## src/rtl/hzc_pkg.sv

```systemverilog
package hzc_pkg;

  typedef enum logic [1:0] {
    PCSRC_SEQ    = 2'd0,
    PCSRC_BRANCH = 2'd1,
    PCSRC_VECTOR = 2'd2
  } pc_src_e;

  typedef enum logic [1:0] {
    CAUSE_NONE  = 2'd0,
    CAUSE_OVF   = 2'd1,
    CAUSE_UNDEF = 2'd2
  } cause_e;

  // Overflow outranks undefined instruction when both are flagged.
  function automatic cause_e pick_cause(input logic ovf, input logic undef);
    if (ovf)        return CAUSE_OVF;
    else if (undef) return CAUSE_UNDEF;
    else            return CAUSE_NONE;
  endfunction

  // A load-use match on any one of the read sources.
  function automatic logic any_match(input logic [7:0] hits, input int n);
    logic r;
    r = 1'b0;
    for (int i = 0; i < n && i < 8; i++) r = r | hits[i];
    return r;
  endfunction

endpackage

```

## src/rtl/hzc_loaduse.sv

```systemverilog
module hzc_loaduse #(
  parameter int RID_W   = 5,
  parameter int NUM_SRC = 2
) (
  input  logic                            ld_in_ex,
  input  logic [RID_W-1:0]                ld_dst,
  input  logic [NUM_SRC-1:0][RID_W-1:0]   src_ids,
  output logic                            hit
);
  import hzc_pkg::*;

  localparam int HW = 8;
  logic [HW-1:0] match;

  genvar gi;
  generate
    for (gi = 0; gi < HW; gi++) begin : g_cmp
      if (gi < NUM_SRC) begin : g_live
        assign match[gi] = (src_ids[gi] == ld_dst);
      end else begin : g_pad
        assign match[gi] = 1'b0;
      end
    end
  endgenerate

  assign hit = ld_in_ex & any_match(match, NUM_SRC);

endmodule

```

## src/rtl/hzc_priority.sv

```systemverilog
module hzc_priority (
  input  logic            exc_take,
  input  logic            br_take,
  input  logic            lu_hit,
  output logic            pc_write,
  output logic            ifid_write,
  output logic            ifid_flush,
  output logic            idex_zero,
  output logic            exmem_flush,
  output hzc_pkg::pc_src_e pc_sel
);
  import hzc_pkg::*;

  always_comb begin
    pc_write    = 1'b1;
    ifid_write  = 1'b1;
    ifid_flush  = 1'b0;
    idex_zero   = 1'b0;
    exmem_flush = 1'b0;
    pc_sel      = PCSRC_SEQ;
    if (exc_take) begin
      ifid_flush  = 1'b1;
      idex_zero   = 1'b1;
      exmem_flush = 1'b1;
      pc_sel      = PCSRC_VECTOR;
    end else if (br_take) begin
      ifid_flush  = 1'b1;
      pc_sel      = PCSRC_BRANCH;
    end else if (lu_hit) begin
      pc_write    = 1'b0;
      ifid_write  = 1'b0;
      idex_zero   = 1'b1;
    end
  end

endmodule

```

## src/rtl/hzc_exc_capture.sv

```systemverilog
module hzc_exc_capture #(
  parameter int PC_W = 32
) (
  input  logic            clk,
  input  logic            rst_n,
  input  logic            ovf,
  input  logic            undef,
  input  logic [PC_W-1:0] pc_in,
  output logic [PC_W-1:0] epc,
  output hzc_pkg::cause_e cause
);
  import hzc_pkg::*;

  logic take;
  assign take = ovf | undef;

  always_ff @(posedge clk or negedge rst_n) begin
    if (!rst_n) begin
      epc   <= '0;
      cause <= CAUSE_NONE;
    end else if (take) begin
      epc   <= pc_in;
      cause <= pick_cause(ovf, undef);
    end
  end


  cause_code_chk: assert property (@(posedge clk) disable iff (!rst_n)
    ovf |=> cause == CAUSE_OVF);


  cause_hold_chk: assert property (@(posedge clk) disable iff (!rst_n)
    !take |=> $stable(cause));

endmodule

```

## src/rtl/pipe_hazard_ctrl.sv

```systemverilog
module pipe_hazard_ctrl #(
  parameter int              PC_W         = 32,
  parameter int              RID_W        = 5,
  parameter logic [PC_W-1:0] HANDLER_ADDR = 32'h8000_0180
) (
  input  logic             clk,
  input  logic             rst_n,
  input  logic             ex_is_load,
  input  logic [RID_W-1:0] ex_dst_reg,
  input  logic [RID_W-1:0] id_src_a,
  input  logic [RID_W-1:0] id_src_b,
  input  logic             id_branch_taken,
  input  logic             ex_overflow,
  input  logic             ex_undef,
  input  logic [PC_W-1:0]  ex_pc,
  output logic             pc_write,
  output logic             ifid_write,
  output logic             ifid_flush,
  output logic             idex_zero,
  output logic             exmem_flush,
  output logic [1:0]       pc_sel,
  output logic [PC_W-1:0]  exc_vector,
  output logic [PC_W-1:0]  epc,
  output logic [1:0]       cause
);
  import hzc_pkg::*;

  localparam int NUM_SRC = 2;

  logic                          exc_take;
  logic                          br_take;
  logic                          lu_hit;
  logic [NUM_SRC-1:0][RID_W-1:0] srcs;
  pc_src_e                       sel_w;
  cause_e                        cause_w;

  assign exc_take = ex_overflow | ex_undef;
  assign br_take  = id_branch_taken;
  assign srcs     = {id_src_b, id_src_a};

  hzc_loaduse #(.RID_W(RID_W), .NUM_SRC(NUM_SRC)) u_lu (
    .ld_in_ex (ex_is_load),
    .ld_dst   (ex_dst_reg),
    .src_ids  (srcs),
    .hit      (lu_hit)
  );

  hzc_priority u_pri (
    .exc_take    (exc_take),
    .br_take     (br_take),
    .lu_hit      (lu_hit),
    .pc_write    (pc_write),
    .ifid_write  (ifid_write),
    .ifid_flush  (ifid_flush),
    .idex_zero   (idex_zero),
    .exmem_flush (exmem_flush),
    .pc_sel      (sel_w)
  );

  hzc_exc_capture #(.PC_W(PC_W)) u_cap (
    .clk   (clk),
    .rst_n (rst_n),
    .ovf   (ex_overflow),
    .undef (ex_undef),
    .pc_in (ex_pc),
    .epc   (epc),
    .cause (cause_w)
  );

  assign pc_sel     = sel_w;
  assign cause      = cause_w;
  assign exc_vector = HANDLER_ADDR;


  stall_hold_chk: assert property (@(posedge clk) disable iff (!rst_n)
    (ex_is_load && ex_dst_reg == id_src_a && !id_branch_taken && !exc_take)
      |-> (!pc_write && !ifid_write && idex_zero && !ifid_flush));


  branch_flush_chk: assert property (@(posedge clk) disable iff (!rst_n)
    (id_branch_taken && !exc_take)
      |-> (ifid_flush && !exmem_flush && !idex_zero && pc_sel == 2'd1));


  exc_flush_chk: assert property (@(posedge clk) disable iff (!rst_n)
    exc_take |-> (ifid_flush && idex_zero && exmem_flush && pc_sel == 2'd2 && pc_write));


  epc_capture_chk: assert property (@(posedge clk) disable iff (!rst_n)
    exc_take |=> epc == $past(ex_pc));


  epc_hold_chk: assert property (@(posedge clk) disable iff (!rst_n)
    !exc_take |=> $stable(epc));


  front_pair_chk: assert property (@(posedge clk) disable iff (!rst_n)
    pc_write == ifid_write);

endmodule

```

## config.mk

```make
export PLATFORM = sky130hd
export DESIGN_NAME = pipe_hazard_ctrl
export DESIGN_NICKNAME = d
export VERILOG_FILES = /design/src/rtl/hzc_pkg.sv /design/src/rtl/hzc_loaduse.sv /design/src/rtl/hzc_priority.sv /design/src/rtl/hzc_exc_capture.sv /design/src/rtl/pipe_hazard_ctrl.sv
export SDC_FILE = /design/constraint.sdc
export NUM_CORES = 1
export LEC_CHECK = 0
export BUFFER_PORTS_ARGS = -buffer_cell sky130_fd_sc_hd__buf_2
export CORE_ASPECT_RATIO = 1.2
export CORE_MARGIN = 8
export CORE_UTILIZATION = 30
export CTS_CLUSTER_SIZE = 28
export DETAILED_ROUTE_END_ITERATION = 6
export PLACE_DENSITY_LB_ADDON = 0.05
export SYNTH_ARGS = -nofsm -noshare
export SYNTH_HDL_FRONTEND = slang
export SYNTH_HIERARCHICAL = 1
export SYNTH_SLANG_ARGS = --single-unit
```

## constraint.sdc

```tcl
create_clock -name clk -period 2.5 [get_ports clk]
set_input_delay 0.5 -clock clk [delete_from_list [all_inputs] [get_ports clk]]
set_output_delay 0.5 -clock clk [all_outputs]
set_load 0.01 [all_outputs]
```

==> impl_metrics.tcl, run 1 <==
set metrics [dict create \
    worstPathBufferInverterCount 2 \
    hold_slack_ns 0.290 \
    start_util_pct 30.6 \
    via_per_inst 3.87 \
    cpPeakStageDelay_ns 0.25 \
    clock_latency_ns 0.28 \
    synth.largest_area_cell "dfrtp_1" \
    worstSetupPathType "in2out" \
    drt_iter0_drc 20 \
    clkSinkCount 34 \
    path_common_cell "buf_2" \
    timing.fmax_mhz 526 \
    finalHoldViolCount 0 \
    wl_per_cell_um 14.6 \
    rows 31 \
    hpwl_um 3610 \
    instances_no_fill 309 \
    rsz0062_at_grt "false" \
    finalSetupTns_ns 0 \
    antenna_found_initial 0 \
    cts_buffer_depth 2 \
    cts_made_buffers 5 \
    timing.final.crit_share_pct 76.1 \
    slew_violations 0 \
    syn_avg_cell_area_um2 13.7 \
    gp_congestion 0.873 \
    critical_path.top_delay_family "buffers and inverters" \
    ys_types 17 \
    area_delta_synth_final_pct 26.7 \
    cts_root_buffer "clkbuf_8" \
    synth_seq_cells 34 \
    tightestPinTransition_ns 0.751 \
    grt_usage_pct 10.1 \
    cts_tree "built" \
    critPathSlowestCell "o22ai_1" \
    p_leak_nw 1.22 \
    post-place-ws_ns 0.589 \
    drt_wl_total_um 4520 \
    cp_max_fo 2 \
    synth.area.top_cells "dfrtp_1, mux2_4, buf_4, xnor2_1, buf_8" \
    drive_above_1_share_pct 59.5 \
    overflow 0 \
    fp.coreArea_um2 5930 \
    grt_max_degree 35 \
    place_inst 301 \
    power_density_nw_per_um2 570 \
    multi_input_area_um2 759 \
    final_cell_mix "buf_2, dfrtp_1, conb_1" \
    postCtsSetupRepairBufs 0 \
    ctsHoldBuffers 0 \
    pin_count 126 \
    fin_crit_ns 1.90 \
    post_cts_resized 0 \
    die_x_um 87.0 \
    clk_pin_slew_ns 0.06 \
    startpoint_type "input port" \
    seqCellArea_um2 851 \
    die-area_um2 8810 \
    num_antenna_cells 0 \
    ir_drop_mv 0.297 \
    worst_slack_ns 0.598 \
    fillers 599 \
    maxCapViolCount 0 \
    ys_seq_area_share_pct 46.8 \
    netlist_area_um2 1820 \
    cts-htree-levels 2 \
    fin_area_um2 2300 \
    grt_pass1_vias 1382 \
    yosys.area.top_type_share_pct 46.8 \
    vias 1196 \
    grt_pass1_wl_um 6960 \
    portBuffers 93 \
    drc 0 \
    fin_skew_ns 0 \
    ant_nets 0 \
    slew_headroom_pct 49.9 \
    cp-end-kind "output port" \
    dr.pass1.iters 4 \
    syn_inst 133 \
    final_nets 279 \
    crit_chain "buf_2, xnor2_1, nand4_1, o22ai_1, nand3_1, buf_2" \
    cp.required_ns 2.00 \
    hold_path.class "in2async" \
    placed_cell_area_um2 2210 \
    die_height_um 101 \
    ys.warnings.count 6 \
    worstPathArrival_ns 1.40 \
    setup_violations 0 \
    layout_commonest_cell "buf_2" \
    status "finished, final reports clean" \
]
-- routing by layer --
layer,up-vias,part of all wire (%),GRT usage (%)
met5,-,0,0
met4,0,1.4,3.98
met3,6,12,4.55
met2,70,51,17.7
met1,569,36,10.3
li1,551,-,-
-- final timing paths --
kind / cells after the start / to / from / slack (ns)
max in group asynchronous: 1 / u_cap/epc[5] / rst_n / 1.73
min reg2reg: 1 / u_cap/cause[0] / u_cap/cause[0] / 0.50
min in group clk: 2 / u_cap/epc[3] / ex_pc[3] / 0.45
max: 6 / pc_write / ex_dst_reg[1] / 0.60
min: 1 / u_cap/epc[11] / rst_n / 0.29
max reg2reg: 1 / u_cap/epc[2] / u_cap/epc[2] / 1.73
-- cell usage after synthesis (all sizes together) --
cell type,n
conb,2
mux2,32
or2,1
a21o,2
nor2,4
o22ai,1
buf,38
xnor2,10
nand4,2
nand3,1
dfrtp,34
nand2,3
inv,3
-- per-stage QoR --
stage	total power (W)	utilization [%]
floorplan	0.000828	-
global placement	0.000907	37.2
detailed placement	0.000914	37.2
CTS	0.00134	38.8
global route	0.00139	38.8
finish	0.00131	38.8
-- flip-flops by register name (all words and copies together), names as in the netlist --
name,count
u_cap/epc,32
u_cap/cause,2
-- cell families (layout without fill, tap and decap cells) --
kind of cell	after synthesis	after routing	synth area share, %
buffers and inverters	41	105	17.6
xor gates and xnor gates	10	10	4.82
muxes	32	32	26.0
DFF	34	34	46.8
other	2	32	0.413
and+or+nand+nor	11	11	3.17
AOI/OAI and AO/OA	3	3	1.17
-- cell type report --
class	instances	share of cell area [%]
timing repair buffer	94	21.1
multi-input combinational	88	33.0
clock buffer	7	3.75
clock inverter	1	0.218
sequential	34	37.0
inverter	3	0.489
tap	82	4.46
-- report_power, final --
group	switching, W	internal [W]
Combinational	0.000135	0.000144
Sequential	0.0000253	0.000596
Clock	0.000188	0.000222
Total	0.000349	0.000963
No activity file was read; power rests on OpenSTA's default activity.
==> run 2: changes to the inputs <==
Clock period 2.5 ns to 1.65 ns, I/O delays scaled along.
==> impl_metrics.tcl, run 2 (synthesis gave the netlist of run 1 again) <==
set metrics [dict create \
    status "finished, final reports clean" \
    timing.fmax_mhz 635 \
    clk_pin_slew_ns 0.07 \
    power.share.clock_pct 31.5 \
    fillers 605 \
    cts_made_buffers 5 \
    final_nets 280 \
    postCtsSetupRepairBufs 0 \
    cp-end-kind "output port" \
    post_cts_resized 0 \
    cts_buffer_depth 2 \
    hpwl_um 3510 \
    swShare_pct 26.7 \
    crit_start "ex_dst_reg[1]" \
    drive_above_1_share_pct 59.6 \
    post-place-ws_ns 0.0713 \
    worstPathArrival_ns 1.25 \
    fin_skew_ns 0 \
    die_x_um 87.0 \
    area_delta_synth_final_pct 27.1 \
    start_util_pct 30.6 \
    cp_max_fo 2 \
    drc 0 \
    pin_count 126 \
    grt_usage_pct 9.75 \
    slew_violations 0 \
    die_height_um 101 \
    internal_power_w 0.00146 \
    fin_crit_ns 1.58 \
    drt_iter0_drc 24 \
    power_density_nw_per_um2 863 \
    drt_wl_total_um 4500 \
    rows 31 \
    cts_root_buffer "clkbuf_8" \
    clkSinkCount 34 \
    largest_reg_flops 32 \
    final_cell_mix "buf_2, dfrtp_1, conb_1" \
    num_antenna_cells 0 \
    r2r_start "u_cap/epc[30]" \
    power_switching_w 0.000532 \
    grt_pass1_vias 1358 \
    vias 1201 \
    comb_power_share_pct 21.3 \
    seqPwrFrac_pct 47.2 \
    wl_per_cell_um 14.5 \
    hold_slack_ns 0.0743 \
    clock_latency_ns 0.27 \
    worstSetupPathType "in2out" \
    overflow 0 \
    fp.coreArea_um2 5930 \
    die-area_um2 8810 \
    timing.final.crit_share_pct 95.5 \
    portBuffers 93 \
    setup_violations 0 \
    reg_top3 "u_cap/epc (32), u_cap/cause (2)" \
    finalSetupTns_ns 0 \
    antenna_found_initial 0 \
    cp.required_ns 1.32 \
    gp_congestion 0.871 \
    layout_commonest_cell "buf_2" \
    grt_pass1_wl_um 6700 \
    startpoint_type "input port" \
    via_per_inst 3.87 \
    ir_drop_mv 0.477 \
    cts-htree-levels 2 \
    finalPower_w 0.00199 \
    worst_slack_ns 0.0744 \
    grt_max_degree 35 \
    largest_register "u_cap/epc" \
    fin_area_um2 2310 \
    placed_cell_area_um2 2220 \
    p_leak_nw 1.22 \
    ctsHoldBuffers 0 \
    rsz0062_at_grt "false" \
    dr.pass1.iters 3 \
    hold_path.class "in2async" \
    cts_tree "built" \
    maxCapViolCount 0 \
    ant_nets 0 \
    finalHoldViolCount 0 \
]
[run 2: cell types whose count changed in the layout (fill, tap and decap cells not counted)]
cell / change
buf_4: +1
[run 2: metrics by stage]
| stage | utilization [%] | cells |
|---|---|---|
| after floorplan | - | 163 |
| after global placement | 37.4 | 302 |
| after detailed placement | 37.4 | 302 |
| after CTS | 38.9 | 310 |
| after global routing | 38.9 | 310 |
| final | 38.9 | 310 |
[run 2: layer usage]
metal	track usage [%]	wire length (µm)
met5	0	0
met4	3.98	67
met3	4.38	486
met2	16.6	2210
met1	10.2	1730
[run 2: cell type report]
cell class / count / area (µm²) / share of cell area, %
clock inverter: 1 / 5.00 / 0.217
multi-input combinational: 88 / 759 / 32.9
tap: 82 / 103 / 4.44
inverter: 3 / 11.3 / 0.488
clock buffer: 7 / 86.3 / 3.74
sequential: 34 / 851 / 36.9
timing repair buffer: 95 / 493 / 21.4
[run 2: path summary, 6_finish.rpt]
check | end | slack, ns | cells after the start
max | pc_write | 0.07 | 6
min | u_cap/epc[11] | 0.07 | 2
max reg2reg | u_cap/epc[30] | 0.89 | 1
min reg2reg | u_cap/cause[0] | 0.48 | 1
max in group asynchronous | u_cap/epc[6] | 1.26 | 2
min in group clk | u_cap/epc[18] | 0.28 | 2
[run 2: worst max-delay path: stages]
cell and delay, ns:
buf_2 0.12, xnor2_1 0.16, nand4_1 0.12, o22ai_1 0.25, nand3_1 0.12, buf_2 0.15
[run 2: power groups by stage]
| stage | Sequential, W | Combinational [W] | Clock [W] |
|---|---|---|---|
| finish | 0.000940 | 0.000425 | 0.000627 |
| global route | 0.000949 | 0.000462 | 0.000700 |
| CTS | 0.000941 | 0.000430 | 0.000669 |
| detailed placement | 0.000954 | 0.000429 | 0 |
| global placement | 0.000953 | 0.000423 | 0 |
| floorplan | 0.000988 | 0.000266 | 0 |
==> run 3: changes to the inputs <==
Settings changed: CAP_MARGIN from default to 0, CTS_BUF_LIST from default to sky130_fd_sc_hd__clkbuf_16, CTS_CLUSTER_DIAMETER from default to 200.
==> impl_metrics.tcl, run 3 (synthesis gave the netlist of run 1 again) <==
set metrics [dict create \
    area_delta_synth_final_pct 29.6 \
    largest_reg_flops 32 \
    finalSetupTns_ns 0 \
    maxCapViolCount 0 \
    worstSetupPathType "in2out" \
    placed_cell_area_um2 2220 \
    vias 1204 \
    die_height_um 101 \
    grt_max_degree 35 \
    setup_violations 0 \
    hpwl_um 3510 \
    die-area_um2 8810 \
    r2r_start "u_cap/epc[30]" \
    timing.final.crit_share_pct 95.5 \
    cts_made_buffers 5 \
    ant_nets 0 \
    cts-htree-levels 2 \
    final_core_util_pct 39.7 \
    hold_slack_ns 0.0843 \
    largest_register "u_cap/epc" \
    r2r_slack_ns 0.89 \
    cp.required_ns 1.32 \
    start_util_pct 30.6 \
    critPathSlowestCell "o22ai_1" \
    cts_buffer_depth 2 \
    pin_count 126 \
    reg_top3 "u_cap/epc (32), u_cap/cause (2)" \
    fin_skew_ns 0 \
    fin_crit_ns 1.58 \
    dr.pass1.iters 3 \
    cts_root_buffer "clkbuf_16" \
    postCtsSetupRepairBufs 0 \
    status "finished, final reports clean" \
    gp_congestion 0.871 \
    ir_drop_mv 0.556 \
    layout_commonest_cell "buf_2" \
    wl_per_cell_um 14.5 \
    fillers 601 \
    hold_path.class "in2async" \
    rows 31 \
    ctsHoldBuffers 0 \
    grt_usage_pct 9.77 \
    drive_above_1_share_pct 59.2 \
    rsz0062_at_grt "false" \
    worstPathArrival_ns 1.25 \
    post-place-ws_ns 0.0713 \
    drt_iter0_drc 27 \
    num_antenna_cells 0 \
    post_cts_resized 0 \
    cpPeakStageDelay_ns 0.25 \
    grt_pass1_vias 1367 \
    clk_pin_slew_ns 0.05 \
    antenna_found_initial 0 \
    finalHoldViolCount 0 \
    via_per_inst 3.88 \
    timing.fmax_mhz 635 \
    slew_violations 0 \
    worst_r2r_path_depth 1 \
    portBuffers 93 \
    drt_wl_total_um 4490 \
    final_cell_mix "buf_2, dfrtp_1, conb_1" \
    worst_slack_ns 0.0744 \
    clock_latency_ns 0.27 \
    fp.coreArea_um2 5930 \
    cp-end-kind "output port" \
    final_nets 280 \
    crit_chain "buf_2, xnor2_1, nand4_1, o22ai_1, nand3_1, buf_2" \
    grt_pass1_wl_um 6690 \
    r2r_end "u_cap/epc[30]" \
    path_common_cell "buf_2" \
    power_density_nw_per_um2 950 \
    clkSinkCount 34 \
    cp_max_fo 2 \
    overflow 0 \
    cts_tree "built" \
    fin_area_um2 2350 \
    startpoint_type "input port" \
    p_leak_nw 1.25 \
    drc 0 \
    die_x_um 87.0 \
]
[run 3: how the worst max path moves through the flow]
stage                   from    endpoint  slack [ns]
2_1_floorplan    id_src_a[2]    pc_write        0.23
6_report       ex_dst_reg[1]    pc_write        0.07
5_1_grt          id_src_a[3]  ifid_write        0.01
3_5_place_dp   ex_dst_reg[1]    pc_write        0.07
4_1_cts        ex_dst_reg[1]    pc_write        0.07
3_3_place_gp   ex_dst_reg[2]  ifid_write        0.12
[run 3: routing by layer]
| layer | vias up | GRT usage (%) | share of wire [%] |
|---|---|---|---|
| met3 | 6 | 4.38 | 11 |
| met5 | - | 0 | 0 |
| met4 | 0 | 3.98 | 1.5 |
| li1 | 555 | - | - |
| met2 | 70 | 16.6 | 49 |
| met1 | 573 | 10.3 | 38 |
[run 3: layout make-up]
class / instances / area, µm² / area share (%)
clock buffers: 5 / 125 / 5.31
multi-input cells: 88 / 759 / 32.3
repair buffers: 95 / 493 / 20.9
flip-flops and latches: 34 / 851 / 36.1
well taps: 82 / 103 / 4.36
clock inverters: 3 / 12.5 / 0.531
inverters: 3 / 11.3 / 0.478
[run 3: stage by stage]
| stage | power [W] | cells |
|---|---|---|
| after floorplan | 0.00125 | 163 |
| after global placement | 0.00138 | 302 |
| after detailed placement | 0.00138 | 302 |
| after CTS | 0.00228 | 310 |
| after global routing | 0.00235 | 310 |
| final | 0.00224 | 310 |
[run 3: critical path, delay by kind of cell]
kind            cells  cell delay (ns)
buf+inv             2             0.27
xor+xnor            1             0.16
compound gates      1             0.25
simple gates        2             0.24
[run 3: power breakdown]
part | internal (W) | switching [W] | leakage [nW]
registers | 0.000905 | 0.0000368 | 0.396
clock network | 0.000545 | 0.000325 | 0.0724
logic | 0.000220 | 0.000204 | 0.776
total | 0.00167 | 0.000567 | 1.25
